**src/rtl/vfd_pkg.sv**
```systemverilog
// Shared widths, target codes and queue entry layout for the write drain.
// Assumes byte addressing and 16-bit memory words.
package vfd_pkg;
    localparam int ADDR_W = 16;
    localparam int DATA_W = 16;
    localparam int TS_W   = 16;
    localparam int CODE_W = 4;

    localparam logic [CODE_W-1:0] TGT_VRAM  = 4'd1;
    localparam logic [CODE_W-1:0] TGT_CRAM  = 4'd3;
    localparam logic [CODE_W-1:0] TGT_VSRAM = 4'd5;

    typedef struct packed {
        logic [CODE_W-1:0] code;
        logic [ADDR_W-1:0] addr;
        logic [DATA_W-1:0] data;
        logic [TS_W-1:0]   due;
    } wq_entry_t;
endpackage

```
**src/rtl/wfq_ring.sv**
```systemverilog
// Circular queue of pending writes, with an extra wrap bit on the pointers for full/empty.
// Assumes DEPTH is a power of two and that push is asserted only while not full.
module wfq_ring
    import vfd_pkg::*;
#(
    parameter int DEPTH = 4
) (
    input  logic      clk,
    input  logic      rst_n,
    input  logic      push,
    input  wq_entry_t push_ent,
    input  logic      pop,
    output wq_entry_t head,
    output logic      full,
    output logic      empty
);
    localparam int IW = $clog2(DEPTH);
    localparam int PW = IW + 1;

    wq_entry_t       slots [DEPTH];
    logic [PW-1:0]   wr_ptr, rd_ptr;

    // Pointer update: advance write on push, read on pop, both modulo 2*DEPTH.
    always_ff @(posedge clk) begin
        if (!rst_n) begin
            wr_ptr <= '0;
            rd_ptr <= '0;
        end else begin
            if (push) wr_ptr <= wr_ptr + 1'b1;
            if (pop)  rd_ptr <= rd_ptr + 1'b1;
        end
    end

    // Entry storage: capture the posted entry at the write index.
    always_ff @(posedge clk) begin
        if (push) slots[wr_ptr[IW-1:0]] <= push_ent;
    end

    // Status and head view: same index and differing wrap bit means full.
    always_comb begin
        empty = (wr_ptr == rd_ptr);
        full  = (wr_ptr[IW-1:0] == rd_ptr[IW-1:0]) && (wr_ptr[IW] != rd_ptr[IW]);
        head  = slots[rd_ptr[IW-1:0]];
    end
endmodule

```
**src/rtl/wfq_drain.sv**
```systemverilog
// Retires the head entry into one of three memory ports, splitting narrow VRAM words into two bytes.
// Assumes the head is valid whenever empty is 0; only the head can be half written.
module wfq_drain
    import vfd_pkg::*;
#(
    parameter int CRAM_DEPTH  = 64,
    parameter int VSRAM_DEPTH = 40
) (
    input  logic              clk,
    input  logic              rst_n,
    input  wq_entry_t         head,
    input  logic              empty,
    input  logic              slot_active,
    input  logic [TS_W-1:0]   cycle_now,
    input  logic              wide_mode,
    output logic              pop,
    output logic              half_done,
    output logic              vram_we,
    output logic [1:0]        vram_be,
    output logic [ADDR_W-1:0] vram_addr,
    output logic [DATA_W-1:0] vram_wdata,
    output logic              cram_we,
    output logic [5:0]        cram_addr,
    output logic [DATA_W-1:0] cram_wdata,
    output logic              vsram_we,
    output logic [5:0]        vsram_addr,
    output logic [DATA_W-1:0] vsram_wdata
);
    localparam int CRAM_AW = $clog2(CRAM_DEPTH);

    logic              service;
    logic              split_first;
    logic [ADDR_W-1:0] byte_addr;
    logic [7:0]        byte_val;

    // Service decision: slot offered, entry present and due.
    always_comb service = slot_active && !empty && (head.due <= cycle_now);

    // Target decode and byte serialisation for the head entry.
    always_comb begin
        pop         = 1'b0;
        split_first = 1'b0;
        vram_we     = 1'b0;
        vram_be     = 2'b00;
        vram_addr   = head.addr;
        vram_wdata  = head.data;
        cram_we     = 1'b0;
        cram_addr   = 6'(head.addr[CRAM_AW:1]);
        cram_wdata  = head.data;
        vsram_we    = 1'b0;
        vsram_addr  = head.addr[6:1];
        vsram_wdata = head.data;
        byte_addr   = half_done ? head.addr : (head.addr ^ ADDR_W'(1));
        byte_val    = half_done ? head.data[15:8] : head.data[7:0];
        if (service) begin
            case (head.code)
                TGT_VRAM: begin
                    vram_we = 1'b1;
                    if (wide_mode) begin
                        vram_be = 2'b11;
                        pop     = 1'b1;
                    end else begin
                        vram_addr   = byte_addr;
                        vram_wdata  = {byte_val, byte_val};
                        vram_be     = byte_addr[0] ? 2'b01 : 2'b10;
                        split_first = !half_done;
                        pop         = half_done;
                    end
                end
                TGT_CRAM: begin
                    cram_we = 1'b1;
                    pop     = 1'b1;
                end
                TGT_VSRAM: begin
                    vsram_we = (32'(head.addr[6:1]) < VSRAM_DEPTH);
                    pop      = 1'b1;
                end
                default: pop = 1'b1;
            endcase
        end
    end

    // Half-written marker: set after the first byte, cleared when the entry retires.
    always_ff @(posedge clk) begin
        if (!rst_n)           half_done <= 1'b0;
        else if (split_first) half_done <= 1'b1;
        else if (pop)         half_done <= 1'b0;
    end
endmodule

```
**src/rtl/vmem_wr_drain.sv**
```systemverilog
// Top: host-posted write queue drained into VRAM, CRAM and VSRAM ports.
// Assumes the host holds host_wr until it sees host_ready high at a clock edge.
module vmem_wr_drain
    import vfd_pkg::*;
#(
    parameter int DEPTH       = 4,
    parameter int CRAM_DEPTH  = 64,
    parameter int VSRAM_DEPTH = 40
) (
    input  logic              clk,
    input  logic              rst_n,
    input  logic              host_wr,
    input  logic [CODE_W-1:0] host_code,
    input  logic [ADDR_W-1:0] host_addr,
    input  logic [DATA_W-1:0] host_data,
    input  logic [TS_W-1:0]   host_due,
    output logic              host_ready,
    input  logic              slot_active,
    input  logic [TS_W-1:0]   cycle_now,
    input  logic              vram_128k,
    input  logic              mode5,
    output logic              vram_we,
    output logic [1:0]        vram_be,
    output logic [ADDR_W-1:0] vram_addr,
    output logic [DATA_W-1:0] vram_wdata,
    output logic              cram_we,
    output logic [5:0]        cram_addr,
    output logic [DATA_W-1:0] cram_wdata,
    output logic              vsram_we,
    output logic [5:0]        vsram_addr,
    output logic [DATA_W-1:0] vsram_wdata
);
    wq_entry_t new_ent, head_ent;
    logic      q_full, q_empty, q_push, q_pop, q_half;

    // Host side: pack the posted fields and accept only when there is room.
    always_comb begin
        new_ent    = '{code: host_code, addr: host_addr, data: host_data, due: host_due};
        host_ready = !q_full;
        q_push     = host_wr && !q_full;
    end

    wfq_ring #(.DEPTH(DEPTH)) u_ring (
        .clk(clk), .rst_n(rst_n), .push(q_push), .push_ent(new_ent),
        .pop(q_pop), .head(head_ent), .full(q_full), .empty(q_empty)
    );

    wfq_drain #(.CRAM_DEPTH(CRAM_DEPTH), .VSRAM_DEPTH(VSRAM_DEPTH)) u_drain (
        .clk(clk), .rst_n(rst_n), .head(head_ent), .empty(q_empty),
        .slot_active(slot_active), .cycle_now(cycle_now),
        .wide_mode(vram_128k && mode5), .pop(q_pop), .half_done(q_half),
        .vram_we(vram_we), .vram_be(vram_be), .vram_addr(vram_addr), .vram_wdata(vram_wdata),
        .cram_we(cram_we), .cram_addr(cram_addr), .cram_wdata(cram_wdata),
        .vsram_we(vsram_we), .vsram_addr(vsram_addr), .vsram_wdata(vsram_wdata)
    );
endmodule

```
**config.mk**
```make
export PLATFORM = sky130hd
export DESIGN_NAME = vmem_wr_drain
export DESIGN_NICKNAME = d
export VERILOG_FILES = /design/src/rtl/vfd_pkg.sv /design/src/rtl/wfq_ring.sv /design/src/rtl/wfq_drain.sv /design/src/rtl/vmem_wr_drain.sv
export SDC_FILE = /design/constraint.sdc
export NUM_CORES = 1
export LEC_CHECK = 0
export BUFFER_PORTS_ARGS = -buffer_cell sky130_fd_sc_hd__buf_2
export CAP_MARGIN = 25
export CORE_UTILIZATION = 50
export CTS_CLUSTER_DIAMETER = 100
export DETAILED_ROUTE_END_ITERATION = 7
export PLACE_DENSITY = 0.72
export SLEW_MARGIN = 20
export SYNTH_ARGS = -nofsm -noshare
export SYNTH_HDL_FRONTEND = slang
export SYNTH_SLANG_ARGS = --single-unit
export TNS_END_PERCENT = 10
```
**constraint.sdc**
```tcl
create_clock -name clk -period 6 [get_ports clk]
set_input_delay 0.3 -clock clk [delete_from_list [all_inputs] [get_ports clk]]
set_output_delay 0.3 -clock clk [all_outputs]
set_load 0.01 [all_outputs]
```
## Word level (Yosys, flattened, before mapping)

Memories as Yosys holds them, arrays and structs flattened. A register that Yosys moved wholly into a read port is not among the register bits.
Cells that the tools add are included.

- Register bits: 7
- Bits in latches: 0
- Bits in writable memories: 208
- ROM bits: 0
- Bits of input ports: 74
- Output and inout bits: 82
- Logic and storage cells: 54
- Memories kept: 1

Memories:

| memory | depth | width | rd ports | clocked after Yosys merged registers in | wr ports | RTL line | RTL |
|---|---|---|---|---|---|---|---|
| u_ring.slots | 4 | 52 | 1 | 1 | 1 | wfq_ring.sv:20 | `wq_entry_t slots [DEPTH];` |

- $add $sub $neg: 2
- Multipliers: 0
- Div/mod/pow operators: 0
- Order comparisons: 2
- Equality and inequality tests: 6
- Shift-type cells: 0
- Muxes and demuxes: 30
- Bitwise operators: 1
- Reduce and logical (&&, ||, !) cells: 9

Operators by type and width:

| cell | count |
|---|---|
| 2-to-1 mux 16 bit | 3 |
| 2-to-1 mux 1 bit | 20 |
| <= comparator 16 bit | 1 |
| 2-to-1 mux 2 bit | 6 |
| 2-to-1 mux 8 bit | 1 |
| adder 3 x 1 -> 3 bit (second input constant) | 2 |
| < comparator 6 bit (second input constant) | 1 |
| logical AND 1 bit | 5 |
| equality test 4 x 1 -> 1 bit (second input constant) | 1 |
| equality test 4 x 2 -> 1 bit (second input constant) | 1 |
| equality test 4 x 3 -> 1 bit (second input constant) | 1 |
| equality test 3 bit | 1 |
| zero test 1 bit | 3 |
| equality test 2 bit | 1 |
| nonzero test 2 bit | 1 |
| != test 1 bit | 1 |
| inverter 1 bit | 1 |

## Depth between registers and ports, before layout

- Depth in word-level cells: 7
- Gate-level depth with buffers: 12
- Gate-level depth less buffers: 9

## Cells and area by module

A second synthesis with hierarchy kept.

- Cell total of the unflattened synthesis: 471
- Area, all modules: 9226.3 um2

By module, submodules not included:

| module | instances | cells an instance | area an instance (um2) | sequential area each (um2) |
|---|---|---|---|---|
| wfq_ring | 1 | 313 | 7967.6 | 6406.1 |
| wfq_drain | 1 | 155 | 1242.4 | 20.0 |
| vmem_wr_drain | 1 | 3 | 16.3 | 0.0 |

## Worst setup path after synthesis

No wires, ideal clock.

- Kind: reg2out
- Start point: reg with a tool-made name
- End point: out vram_wdata[10]
- Data arrival time: 3771 ps
- Required time: 5700 ps
- Path slack: 1929 ps
- Stages on the path, launching flop included: 13
- Buffers on the path: 4
- Cell sequence: dfxtp_1 > buf_2 > buf_2 > buf_2 > buf_2 > mux4_2 > ha_1 > nand4_1 > nor3_1 > nor4_1 > a31oi_1 > nor3_4 > mux2_2

RTL lines:

| item | RTL line | RTL |
|---|---|---|
| end: declaration | vmem_wr_drain.sv:25 | `output logic [DATA_W-1:0] vram_wdata,` |

==> results.tsv <==
stage	metric	value	unit
setup_path	critical path data arrival time	4.48	ns
final_layout	Diodes inserted	0	
logic_synthesis	area share of the largest cell type after synthesis	0.704	
pwr	VDD IR max	0.274	mV
setup_path	cell family with most CP delay	flip-flops	
logic_synthesis	synthesized net count	542	
global_routing	initial antenna violation count	1	
floorplanning	IO Count	156	
sta	RSZ-0062 raised after global routing	no	
clock_tree	clk slew on worst S/H paths	0.06	ns
sta	setup TNS	0	ns
pwr	Net Sw Power	818	uW
logic_synthesis	Seq cells post-synth	217	
route	Residual DRC	0	
global_routing	largest net degree at the start of global routing	33	
sta	Final Cycle Share	0.797	
sta	crit path time final	4.78	ns
run_status	status	finished, final reports clean	
pwr	P_leak	3.69	nW
route	Total Wirelength	16500	um
global_routing	GRT Util Overall	0.185	
logic_synthesis	post-synthesis sequential area ratio	0.724	
global_routing	first-pass GRT wire length	25400	um
sta	Worst Hold Slack	0.0168	ns
logic_synthesis	post-synthesis adder-cell area fraction	0.0296	
placed_design	GPL Wtd Cong	0.729	
sta	Final Max Tran Viols	0	
logic_synthesis	Synth Area in XOR/XNOR	0.00691	
sta	fmax	209	MHz
clock_tree	Max Buffers Root-to-Sink	3	
flow_run	Max-Cap Viols	0	
route	Post-DRT Antenna Nets	0	
pwr	total power	3.44	mW
sta	post-route clock skew	0.0201	ns
clock_tree	H-tree Lvls	1	
clock_tree	CTS tree	built	
clock_tree	postcts setup bufs	0	
pwr	sequential fraction of design power	0.518	
route	Pre-antenna DRT Iters	4	
sta	Least-Margin Pin Slew	0.880	ns
pwr	Comb pwr share	0.143	
logic_synthesis	combinational family with the most area after synthesis	multiplexers	
final_layout	fill count	1289	
placed_design	DP HPWL	10700	um
logic_synthesis	fraction of the mapped netlist area in simple logic gates	0.0333	
clock_tree	insertion delay to the later sink of the worst-skew pair	0.50	ns
pwr	Internal	2.62	mW
logic_synthesis	Synth Instances	447	
sta	Final Hold Viols	0	
clock_tree	root buf cell	clkbuf_16	
route	wire per inst	19.9	um
logic_synthesis	number of synthesized flops with an enable pin	208	
floorplanning	area of the die	0.0183	sq mm
logic_synthesis	Compound-Gate Fraction of Synth Area	0.0140	
pwr	Net Sw Frac	0.238	
global_routing	vias in the first global route	4641	
pwr	clock network power share	0.339	
logic_synthesis	Netlist cell types	38	
sta	Max-slew headroom	0.413	
final_layout	Reg area	0.00643	sq mm
logic_synthesis	Post-synth top cells	edfxtp_1 (208), mux4_2 (51), buf_4 (28)	
logic_synthesis	top cells by area, synth	edfxtp_1 (70%), mux4_2 (13%), ha_1 (3.0%), buf_4 (2.4%), dfxtp_1 (2.0%)	
logic_synthesis	ys flop type	edfxtp_1	
logic_synthesis	synthesized cell area	0.00887	sq mm
final_layout	nets	686	
setup_path	CP Max Fanout	32	
setup_path	CP Cell Sequence	buf_4, mux4_2, ha_1, nor2b_1, o211ai_1, a2111o_1, a31o_2, nand3_1, mux2_2, buf_2	
floorplanning	Initial Util	0.513	
route	vias post-DR	4540	
pwr	PwrDens	333	mW/mm^2
placed_design	# port buffers	155	
global_routing	gr ovfl total	0	
clock_tree	CTS Buf Count	21	
logic_synthesis	mux share of post-synthesis cell area	0.154	
sta	Setup-failing EPs final	0	
clock_tree	clock sink count	217	
setup_path	CP max-delay cell	dfxtp_2	
final_layout	Layout Area Growth over Synthesis	16.4	%
route	DRT iter0 DRCs	339	
setup_path	Required @ worst endpoint	5.70	ns
final_layout	share of cells above drive strength 1	0.433	
logic_synthesis	syn avg cell area	19.9	sq um
floorplanning	die width	135	um
logic_synthesis	leading area contributor after synthesis	edfxtp_1	
floorplanning	row count	48	
setup_path	CP Launch Type	register	
floorplanning	CORE AREA	0.0173	sq mm
final_layout	area of the multi-input gates	0.00212	sq mm
logic_synthesis	most frequent cell after synthesis	edfxtp_1	
min_path	Hold WC Path Type	primary input to register	
logic_synthesis	synth warn	0	
setup_path	crit path capture type	output port	
logic_synthesis	ys async rst share	0	
setup_path	Buf+Inv Stages, Crit Path	2	
floorplanning	Die Height	135	um
setup_path	largest stage delay on the critical path	0.90	ns
route	vias per inst	5.47	
setup_path	critical path class	register to output port	
-- logic make-up (layout without fill, tap and decap cells) --
group	Yosys count	count (layout)
flops	217	217
mux	71	71
buf+inv	60	218
simple gates	52	52
fa+ha+maj	21	21
compound gates	19	19
xor+xnor	7	7
-- power groups by stage --
stage / clock (mW) / combinational (mW) / sequential [mW]
detailed placement: 0 / 0.494 / 1.82
CTS: 1.19 / 0.498 / 1.78
finish: 1.17 / 0.490 / 1.78
global placement: 0 / 0.484 / 1.81
floorplan: 0 / 0.373 / 1.79
global route: 1.25 / 0.535 / 1.79
-- worst reg2reg max path, cell delays in order, from the launching register on --
cell	delay, ns
dfxtp_2	0.90
buf_4	0.45
mux4_2	0.36
ha_1	0.29
nor2b_1	0.12
o211ai_1	0.12
a2111o_1	0.40
a31oi_1	0.51
nor2_1	0.23
mux2i_1	0.23
-- sequential cells by signal, summed over array words and instances (netlist names), named ones only --
| register | cells |
|---|---|
| u_ring.wr_ptr | 3 |
| u_drain.half_done | 1 |
| u_ring.slots | 208 |
| u_ring.rd_ptr | 3 |
-- cell type report --
type / instances / area share
Timing Repair Buffer: 162 / 0.0805
Tap cell: 225 / 0.0273
Clock buffer: 30 / 0.0542
Clock inverter: 7 / 0.00339
Sequential cell: 217 / 0.623
Inverter: 19 / 0.00691
Multi-Input combinational cell: 170 / 0.205
-- stage by stage --
step                      utilization  worst slack, ns  instance area [sq um]  instances
after floorplan                     -             1.93                   8870        447
after global placement          0.562             1.74                   9720        792
after detailed placement        0.562             1.70                   9720        792
after CTS                       0.597             1.17                  10300        830
after global routing            0.597            0.994                  10300        830
final                           0.597             1.22                  10300        830
-- per-layer routing --
metal / share of wire / wire (um) / up-vias / track usage
met5: 0 / 0 / - / 0
met4: 0.020 / 327 / 0 / 0.0518
met2: 0.51 / 8370 / 166 / 0.309
met3: 0.066 / 1090 / 30 / 0.0363
li1: - / - / 2058 / -
met1: 0.41 / 6750 / 2286 / 0.249
-- path summary, 6_finish.rpt --
check,from,endpoint,slack (ns),depth (start not counted)
max,register,vram_wdata[2],1.22,10
min,host_data[4],u_ring.slots[0][20],0.02,1
max reg2reg,register,register,2.29,9
min reg2reg,u_ring.rd_ptr[2],u_ring.rd_ptr[2],0.49,2
-- cells in the final DEF (no fill, tap or decap), drive strengths merged, types with 3 or more instances in the layout --
master  synthesis  final
a21oi           6      6
and2            3      3
and3            6      6
buf            35    161
clkbuf          6     30
clkinv          0      6
dfxtp           9      9
edfxtp        208    208
ha             21     21
inv            19     20
mux2           16     16
mux2i           4      4
mux4           51     51
nand2          10     10
nand2b          7      7
nand4           4      4
nor2            8      8
nor2b           3      3
nor3            3      3
nor4            3      3
o21ai           3      3
xnor2           5      5
-- what timing repair did --
action | in CTS | in global routing
gates resized for setup | 0 | 0
hold buffers | 1 | 0
hold endpoints to repair | 4 | 0
No activity file was read; power rests on OpenSTA's default activity.
